### config.mk
export PLATFORM = sky130hd
export DESIGN_NAME = pcbridge_regs
export DESIGN_NICKNAME = d
export VERILOG_FILES = /design/src/rtl/pcb_pkg.sv /design/src/rtl/pcb_decode.sv /design/src/rtl/pcb_force.sv /design/src/rtl/pcb_kbdshift.sv /design/src/rtl/pcbridge_regs.sv
export SDC_FILE = /design/constraint.sdc
export NUM_CORES = 1
export LEC_CHECK = 0
export BUFFER_PORTS_ARGS = -buffer_cell sky130_fd_sc_hd__buf_4
export CORE_MARGIN = 5
export CORE_UTILIZATION = 54
export CTS_CLUSTER_SIZE = 28
export DETAILED_ROUTE_END_ITERATION = 6
export HOLD_SLACK_MARGIN = 0.12
export PLACE_DENSITY = 0.8
export SYNTH_ARGS = -nofsm -noshare
export SYNTH_HDL_FRONTEND = slang
export SYNTH_SLANG_ARGS = --single-unit
export TNS_END_PERCENT = 1
### constraint.sdc
create_clock -name clk -period 2.1 [get_ports clk]
set_input_delay 0.525 -clock clk [delete_from_list [all_inputs] [get_ports clk]]
set_output_delay 0.525 -clock clk [all_outputs]
set_load 0.01 [all_outputs]
### src/rtl/pcb_pkg.sv
// Package: shared offsets, bit positions and the decoded write-strobe type
// for the coprocessor bridge register bank.
// Assumes registers sit at odd byte offsets inside an 8-byte aligned window.
package pcb_pkg;

    localparam logic [2:0] OFS_MASK = 3'd1;
    localparam logic [2:0] OFS_INTC = 3'd3;
    localparam logic [2:0] OFS_GEN  = 3'd5;
    localparam logic [2:0] OFS_KBD  = 3'd7;

    // General control bits (active on a written 0)
    localparam int GEN_EN   = 0;
    localparam int GEN_DIS  = 1;
    localparam int GEN_RST  = 2;
    localparam int GEN_REL  = 3;
    localparam int GEN_BCLR = 4;
    localparam int GEN_USED = 5;

    // PC interrupt control bits
    localparam int INTC_KSTART = 0;
    localparam int INTC_FLO    = 1;
    localparam int INTC_FHI    = 3;

    // Event bit carrying the keyboard-done request
    localparam int KBD_EVT = 4;

    typedef struct packed {
        logic mask;
        logic intc;
        logic gen;
        logic kbd;
    } wstb_t;

endpackage

### src/rtl/pcb_decode.sv
// Module: address decoder. Turns a host byte write into one strobe per register.
// Assumes BASE is 8-byte aligned; the low three address bits pick the register.
module pcb_decode
    import pcb_pkg::*;
#(
    parameter int                ADDR_W = 16,
    parameter logic [ADDR_W-1:0] BASE   = 16'hFFF8
) (
    input  logic              wr_en,
    input  logic [ADDR_W-1:0] wr_addr,
    output wstb_t             stb
);

    localparam int HI = ADDR_W - 1;

    logic in_win;

    // Window match on the upper address bits
    always_comb in_win = wr_en && (wr_addr[HI:3] == BASE[HI:3]);

    // One strobe per odd offset; even offsets decode to nothing
    always_comb begin
        stb.mask = in_win && (wr_addr[2:0] == OFS_MASK);
        stb.intc = in_win && (wr_addr[2:0] == OFS_INTC);
        stb.gen  = in_win && (wr_addr[2:0] == OFS_GEN);
        stb.kbd  = in_win && (wr_addr[2:0] == OFS_KBD);
    end

endmodule

### src/rtl/pcb_force.sv
// Module: forced PC interrupt levels. One latch per force bit. A written 0
// sets the latch and the release strobe clears all of them.
// Assumes lanes 0 and 1 share IRQ3 and lane 2 drives IRQ7.
module pcb_force #(
    parameter int NF = 3
) (
    input  logic          clk,
    input  logic          rst_n,
    input  logic          set_stb,
    input  logic [NF-1:0] set_n,
    input  logic          rel,
    output logic          irq3,
    output logic          irq7
);

    logic [NF-1:0] lvl_q;

    for (genvar g = 0; g < NF; g++) begin : g_lane
        // Latch one forced level until the release strobe
        always_ff @(posedge clk) begin
            if (!rst_n)
                lvl_q[g] <= 1'b0;
            else if (rel)
                lvl_q[g] <= 1'b0;
            else if (set_stb && !set_n[g])
                lvl_q[g] <= 1'b1;
        end
    end

    // Merge lanes onto the two PC lines
    always_comb begin
        irq3 = lvl_q[0] | lvl_q[1];
        irq7 = lvl_q[2];
    end

endmodule

### src/rtl/pcb_kbdshift.sv
// Module: keyboard character shifter. Sends DBITS bits LSB first, each held
// for DIV cycles, and pulses done after the last bit.
// Assumes the caller only issues go while active is low; DIV >= 2.
module pcb_kbdshift #(
    parameter int DIV   = 250,
    parameter int DBITS = 8
) (
    input  logic             clk,
    input  logic             rst_n,
    input  logic             go,
    input  logic [DBITS-1:0] din,
    output logic             sdata,
    output logic             active,
    output logic             done
);

    localparam int DW = (DIV > 1) ? $clog2(DIV) : 1;
    localparam int BW = $clog2(DBITS + 1);
    localparam logic [DW-1:0] DLAST = DW'(DIV - 1);
    localparam logic [BW-1:0] BLAST = BW'(DBITS - 1);

    logic [DBITS-1:0] sh_q;
    logic [DW-1:0]    dc_q;
    logic [BW-1:0]    bc_q;
    logic             act_q;
    logic             done_q;

    // Load, divide and shift the character
    always_ff @(posedge clk) begin
        if (!rst_n) begin
            sh_q   <= '0;
            dc_q   <= '0;
            bc_q   <= '0;
            act_q  <= 1'b0;
            done_q <= 1'b0;
        end else if (go) begin
            sh_q   <= din;
            dc_q   <= '0;
            bc_q   <= '0;
            act_q  <= 1'b1;
            done_q <= 1'b0;
        end else begin
            done_q <= 1'b0;
            if (act_q) begin
                if (dc_q == DLAST) begin
                    dc_q <= '0;
                    sh_q <= sh_q >> 1;
                    if (bc_q == BLAST) begin
                        bc_q   <= '0;
                        act_q  <= 1'b0;
                        done_q <= 1'b1;
                    end else begin
                        bc_q <= bc_q + BW'(1);
                    end
                end else begin
                    dc_q <= dc_q + DW'(1);
                end
            end
        end
    end

    // Drive outputs; line rests low when idle
    always_comb begin
        sdata  = act_q & sh_q[0];
        active = act_q;
        done   = done_q;
    end

endmodule

### src/rtl/pcbridge_regs.sv
// Module: top of the coprocessor bridge interrupt and control register bank.
// It decodes host byte writes, holds the mask, host enable, BUSY, reset timer
// and keyboard state, and builds the host interrupt.
// Assumes one host write per cycle and a single-cycle pc_busy_set strobe.
module pcbridge_regs
    import pcb_pkg::*;
#(
    parameter int                ADDR_W  = 16,
    parameter logic [ADDR_W-1:0] BASE    = 16'hFFF8,
    parameter int                KBD_DIV = 250,
    parameter int                RST_LEN = 16
) (
    input  logic              clk,
    input  logic              rst_n,
    input  logic              wr_en,
    input  logic [ADDR_W-1:0] wr_addr,
    input  logic [7:0]        wr_data,
    input  logic              pc_busy_set,
    input  logic [7:0]        evt_in,
    output logic              host_irq,
    output logic              irq3,
    output logic              irq7,
    output logic              pc_reset,
    output logic              lpt_busy,
    output logic              kbd_sdata,
    output logic              kbd_active
);

    localparam int RCW = $clog2(RST_LEN + 1);
    localparam int NF  = INTC_FHI - INTC_FLO + 1;

    wstb_t                stb;
    logic [GEN_USED-1:0]  fire;
    logic [7:0]           mask_q;
    logic [7:0]           kbd_q;
    logic                 host_en_q;
    logic                 busy_q;
    logic                 kbd_pend_q;
    logic [RCW-1:0]       rst_cnt_q;
    logic                 kbd_go;
    logic                 kbd_done;
    logic [7:0]           evt_all;

    pcb_decode #(
        .ADDR_W (ADDR_W),
        .BASE   (BASE)
    ) u_dec (
        .wr_en   (wr_en),
        .wr_addr (wr_addr),
        .stb     (stb)
    );

    // Active-low general control bits become one-cycle action strobes
    always_comb fire = stb.gen ? ~wr_data[GEN_USED-1:0] : '0;

    // Keyboard start is active-high and accepted only while idle
    always_comb kbd_go = stb.intc && wr_data[INTC_KSTART] && !kbd_active;

    // Mask and keyboard data registers
    always_ff @(posedge clk) begin
        if (!rst_n) begin
            mask_q <= '0;
            kbd_q  <= '0;
        end else begin
            if (stb.mask) mask_q <= wr_data;
            if (stb.kbd)  kbd_q  <= wr_data;
        end
    end

    // Host interrupt enable; disable beats enable
    always_ff @(posedge clk) begin
        if (!rst_n)
            host_en_q <= 1'b0;
        else if (fire[GEN_DIS])
            host_en_q <= 1'b0;
        else if (fire[GEN_EN])
            host_en_q <= 1'b1;
    end

    // Printer BUSY; the PC-side set beats the host clear
    always_ff @(posedge clk) begin
        if (!rst_n)
            busy_q <= 1'b0;
        else if (pc_busy_set)
            busy_q <= 1'b1;
        else if (fire[GEN_BCLR])
            busy_q <= 1'b0;
    end

    // PC reset pulse timer
    always_ff @(posedge clk) begin
        if (!rst_n)
            rst_cnt_q <= '0;
        else if (fire[GEN_RST])
            rst_cnt_q <= RCW'(RST_LEN);
        else if (rst_cnt_q != '0)
            rst_cnt_q <= rst_cnt_q - RCW'(1);
    end

    // Keyboard-done event: set at end of character, cleared by accepted start
    always_ff @(posedge clk) begin
        if (!rst_n)
            kbd_pend_q <= 1'b0;
        else if (kbd_done)
            kbd_pend_q <= 1'b1;
        else if (kbd_go)
            kbd_pend_q <= 1'b0;
    end

    pcb_force #(
        .NF (NF)
    ) u_frc (
        .clk     (clk),
        .rst_n   (rst_n),
        .set_stb (stb.intc),
        .set_n   (wr_data[INTC_FHI:INTC_FLO]),
        .rel     (fire[GEN_REL]),
        .irq3    (irq3),
        .irq7    (irq7)
    );

    pcb_kbdshift #(
        .DIV   (KBD_DIV),
        .DBITS (8)
    ) u_kbd (
        .clk    (clk),
        .rst_n  (rst_n),
        .go     (kbd_go),
        .din    (kbd_q),
        .sdata  (kbd_sdata),
        .active (kbd_active),
        .done   (kbd_done)
    );

    // Merge the keyboard event into the event vector and gate to the host
    always_comb begin
        evt_all          = evt_in;
        evt_all[KBD_EVT] = evt_in[KBD_EVT] | kbd_pend_q;
        host_irq         = host_en_q & |(evt_all & ~mask_q);
        pc_reset         = (rst_cnt_q != '0);
        lpt_busy         = busy_q;
    end

endmodule

==> metrics.txt <==
# TYPE chip_impl_metric gauge
chip_impl_metric{name="routed_length_on_met1",unit="mm"} 2.302
chip_impl_metric{name="chip_width",unit="um"} 74.96
chip_impl_metric{name="muxShareOfSynthArea",unit="%"} 10.54
chip_impl_metric{name="fp_rows",unit=""} 23
chip_impl_metric{name="number_of_buffers_on_the_longest_clock_path",unit=""} 2
chip_impl_metric{name="largest_net_degree_at_the_start_of_global_routing",unit=""} 35
chip_impl_metric{name="die_height",unit="um"} 74.96
chip_impl_metric{name="finalHoldViolCount",unit=""} 0
chip_impl_metric{name="layout.core_utilization",unit="%"} 68.76
chip_impl_info{name="min-delay-path-class",value="primary input to flip-flop"} 1
chip_impl_metric{name="slew_headroom",unit="%"} 66.09
chip_impl_info{name="commonest_non_fill_non_tap_cells_in_the_layout",value="54 x sky130_fd_sc_hd__buf_4, 49 x sky130_fd_sc_hd__dfxtp_1, 39 x sky130_fd_sc_hd__nand2_1"} 1
chip_impl_info{name="cp_cell_sequence",value="nor2_1 -> o221ai_1 -> a221oi_1 -> a21boi_0 -> buf_4"} 1
chip_impl_metric{name="maximum_vdd_drop",unit="V"} 0.0003372
chip_impl_metric{name="leakagePower",unit="uW"} 0.001177
chip_impl_metric{name="worst_slew_pin_slew",unit="ns"} 0.5033
chip_impl_metric{name="syn_inst",unit=""} 260
chip_impl_info{name="rr_startpoint",value="u_kbd.dc_q[0]"} 1
chip_impl_metric{name="post-route-period-util",unit="%"} 96.68
chip_impl_metric{name="async_reset_ff_share",unit="%"} 0
chip_impl_metric{name="finalWorstSetupSlack",unit="ns"} 0.06970
chip_impl_info{name="synth.largest_area_cell",value="sky130_fd_sc_hd__dfxtp_1"} 1
chip_impl_metric{name="ys_seq_area_share",unit="%"} 43.05
chip_impl_metric{name="synth.yosys.warnings",unit=""} 0
chip_impl_metric{name="path_clk_slew",unit="ns"} 0.08
chip_impl_metric{name="final.hold.worst_slack",unit="ns"} 0.4347
chip_impl_metric{name="htree_depth",unit=""} 2
chip_impl_metric{name="final-setup-viol-count",unit=""} 0
chip_impl_metric{name="routedWlPerCell",unit="um"} 14.39
chip_impl_metric{name="cts-hold-fix-buffers",unit=""} 0
chip_impl_metric{name="synthesis.nets",unit=""} 300
chip_impl_info{name="min_delay_worst_endpoint",value="lpt_busy"} 1
chip_impl_metric{name="globalRouteTotalUtil",unit="%"} 19.98
chip_impl_info{name="hold_path.startpoint",value="pc_busy_set"} 1
chip_impl_metric{name="setup_total_negative_slack",unit="ns"} 0
chip_impl_metric{name="power_per_cell_area",unit="nW/um^2"} 658.6
chip_impl_info{name="post_synth_main_area_contributors",value="sky130_fd_sc_hd__dfxtp_1 43%, sky130_fd_sc_hd__mux2i_1 11%, sky130_fd_sc_hd__nand2_1 6.4%"} 1
chip_impl_info{name="synth_flop_cell",value="sky130_fd_sc_hd__dfxtp_1"} 1
chip_impl_metric{name="viasPerCell",unit=""} 5.643
chip_impl_metric{name="synth.distinct_cells",unit=""} 42
chip_impl_metric{name="critPathMaxStageDelay",unit="ns"} 0.32
chip_impl_info{name="synth_top_family_by_area",value="simple AND/OR/NAND/NOR gates"} 1
chip_impl_metric{name="synthSimpleGateAreaFrac",unit="%"} 24.49
chip_impl_metric{name="numPortBuffers",unit=""} 42
chip_impl_metric{name="core_area",unit="um^2"} 4058
chip_impl_info{name="crit_slowest_cell",value="sky130_fd_sc_hd__dfxtp_1"} 1
chip_impl_metric{name="route.antenna.remaining_nets",unit=""} 0
chip_impl_metric{name="dr_wl_met2",unit="mm"} 2.541
chip_impl_metric{name="drv_slew",unit=""} 0
chip_impl_info{name="cpLargestDelayFamily",value="compound AO/OA/AOI/OAI gates"} 1
chip_impl_info{name="clock-root-buffer",value="sky130_fd_sc_hd__clkbuf_8"} 1
chip_impl_metric{name="critical_path.n_buffers_inverters",unit=""} 1
chip_impl_metric{name="gr-total-overflow",unit=""} 0
chip_impl_metric{name="worst_clock_skew",unit="ns"} 0.008272
chip_impl_metric{name="cts_num_sinks",unit=""} 49
chip_impl_info{name="path_class",value="flip-flop to output port"} 1
chip_impl_metric{name="via_count",unit=""} 2037
chip_impl_metric{name="post_synth_adder_cell_area",unit="%"} 2.197
chip_impl_metric{name="regToRegSetupSlack",unit="ns"} 0.30
chip_impl_metric{name="cap_viol_max_count",unit=""} 0
chip_impl_metric{name="postRouteWirelength",unit="mm"} 5.196
chip_impl_metric{name="synthesized_area_per_cell",unit="um^2"} 8.763
chip_impl_metric{name="synth_compound_gate_area_share",unit="%"} 11.70
chip_impl_metric{name="timing.reg2reg.worst_path_depth",unit=""} 5
chip_impl_metric{name="cts-buffers-inserted",unit=""} 5
chip_impl_metric{name="synth_edf_count",unit=""} 0
chip_impl_metric{name="post_synth_xor_area_fraction",unit="%"} 4.228
chip_impl_metric{name="hpwlAfterDp",unit="mm"} 3.969
chip_impl_info{name="top_routing_layer_used",value="met4"} 1
chip_impl_metric{name="drt_first_iter_violations",unit=""} 123
chip_impl_metric{name="floorplan.io_pins",unit=""} 43
chip_impl_metric{name="vias_in_the_first_global_route",unit=""} 2017
chip_impl_info{name="timing.critical_path.to_type",value="output port"} 1
chip_impl_metric{name="cts_setup_buffers",unit=""} 0
chip_impl_metric{name="floorplan.die_area",unit="um^2"} 5618
chip_impl_metric{name="remaining_drc_errors",unit=""} 0
chip_impl_info{name="tritoncts",value="done"} 1
chip_impl_metric{name="worstPathRequired",unit="ns"} 1.57
chip_impl_metric{name="worst_hold_path.num_cells",unit=""} 2
chip_impl_metric{name="met3WireLength",unit="um"} 273
chip_impl_metric{name="initial_utilization",unit="%"} 56.15
chip_impl_metric{name="antennaDiodeCount",unit=""} 0
chip_impl_info{name="mostFrequentLayoutCell",value="sky130_fd_sc_hd__buf_4"} 1
chip_impl_metric{name="fin_crit",unit="ns"} 2.030
chip_impl_metric{name="power.total",unit="uW"} 1838
chip_impl_metric{name="clock_insertion_delay_worst_skew",unit="ns"} 0.30
chip_impl_metric{name="cp_data_arrival_time",unit="ns"} 1.51
chip_impl_metric{name="synth.cell_area",unit="um^2"} 2278
chip_impl_metric{name="final_nets",unit=""} 350
chip_impl_info{name="run_status",value="finished, final reports clean"} 1
chip_impl_metric{name="max_clock_freq",unit="MHz"} 492.5
chip_impl_metric{name="critical_path.max_fanout",unit=""} 2
chip_impl_metric{name="synth-seq-cells",unit=""} 49
chip_impl_metric{name="area_delta_synth_final",unit="%"} 22.46
chip_impl_info{name="crit_path_start_kind",value="flip-flop"} 1
chip_impl_metric{name="pre_cts_ws",unit="ns"} 0.01828
chip_impl_metric{name="grt_first_pass_wirelength",unit="mm"} 8.562
chip_impl_info{name="r2r_end",value="u_kbd.sh_q[4]"} 1
chip_impl_metric{name="antenna_found_initial",unit=""} 0
chip_impl_metric{name="layout-drive-gt1-share",unit="%"} 21.54
chip_impl_metric{name="yosys.area.top_type_share",unit="%"} 43.05
chip_impl_metric{name="detailedRoute.firstPassIterationCount",unit=""} 4
chip_impl_metric{name="routability_congestion_estimate_from_global_placement",unit=""} 0.7814
cells in the mapped netlist (all sizes together) (4+ instances only):
master  instances
nand4          11
nand3           7
nand2          39
ha              4
clkbuf          8
mux2i          24
xor2            5
nand2b          4
a21oi          12
dfxtp          49
o21ai           6
xnor2           6
inv            11
nor2           20
o41ai           7
nor3            9
layout make-up:
class	instances	area [um^2]
fillers	326	1267
multi-input cells	189	1217
flip-flops and latches	49	980.9
repair buffers	54	405.4
clock buffers	6	72.57
well taps	50	62.56
inverters	11	41.29
clock inverters	2	10.01
cell families after synthesis:
logic type,after synthesis
simple gates,111
flops,49
compound gates,39
mux,24
buf+inv,22
xor+xnor,11
fa+ha+maj,4
per-layer routing:
metal	GRT usage (%)	up-vias
li1	-	1027
met1	24.09	958
met2	33.56	44
met3	5.340	8
met4	8.300	0
met5	0	-
how the worst max path moves through the flow:
| stage | endpoint | depth (start not counted) | start | slack [ns] |
|---|---|---|---|---|
| floorplan | rst_cnt_q[2] | 5 | wr_addr[11] | 0.17 |
| finish | host_irq | 5 | kbd_pend_q | 0.07 |
| global placement | u_frc.irq7 | 6 | wr_addr[11] | 0.09 |
| CTS | pc_reset | 5 | rst_cnt_q[0] | 0.05 |
| global route | pc_reset | 5 | rst_cnt_q[0] | -0.01 |
| detailed placement | u_kbd.sh_q[7] | 5 | wr_addr[0] | 0.02 |
state kept, by name (all words and copies together) (netlist names), 2 cells and up:
| signal | cells |
|---|---|
| u_frc.lvl_q | 2 |
| mask_q | 8 |
| rst_cnt_q | 5 |
| u_kbd.dc_q | 8 |
| u_kbd.bc_q | 4 |
| u_kbd.sh_q | 8 |
| kbd_q | 8 |
stage by stage:
| step | std cells | cell area, um^2 |
|---|---|---|
| global route | 361 | 2790 |
| detailed placement | 353 | 2701 |
| global placement | 353 | 2701 |
| CTS | 361 | 2784 |
| floorplan | 260 | 2278 |
| finish | 361 | 2790 |
power by group:
group | switching [uW] | leakage (uW) | internal [uW]
Sequential | 27.3 | 0.000396 | 957
Clock | 296 | 0.0000450 | 231
Combinational | 148 | 0.000736 | 178
Total | 471 | 0.00118 | 1370
repair_timing:
action | 4_1_cts | 5_1_grt
hold endpoints to repair | 0 | 0
gates resized for setup | 0 | 1
setup endpoints to repair | 0 | 1
Note: power is estimated with default switching activity, not from simulation.
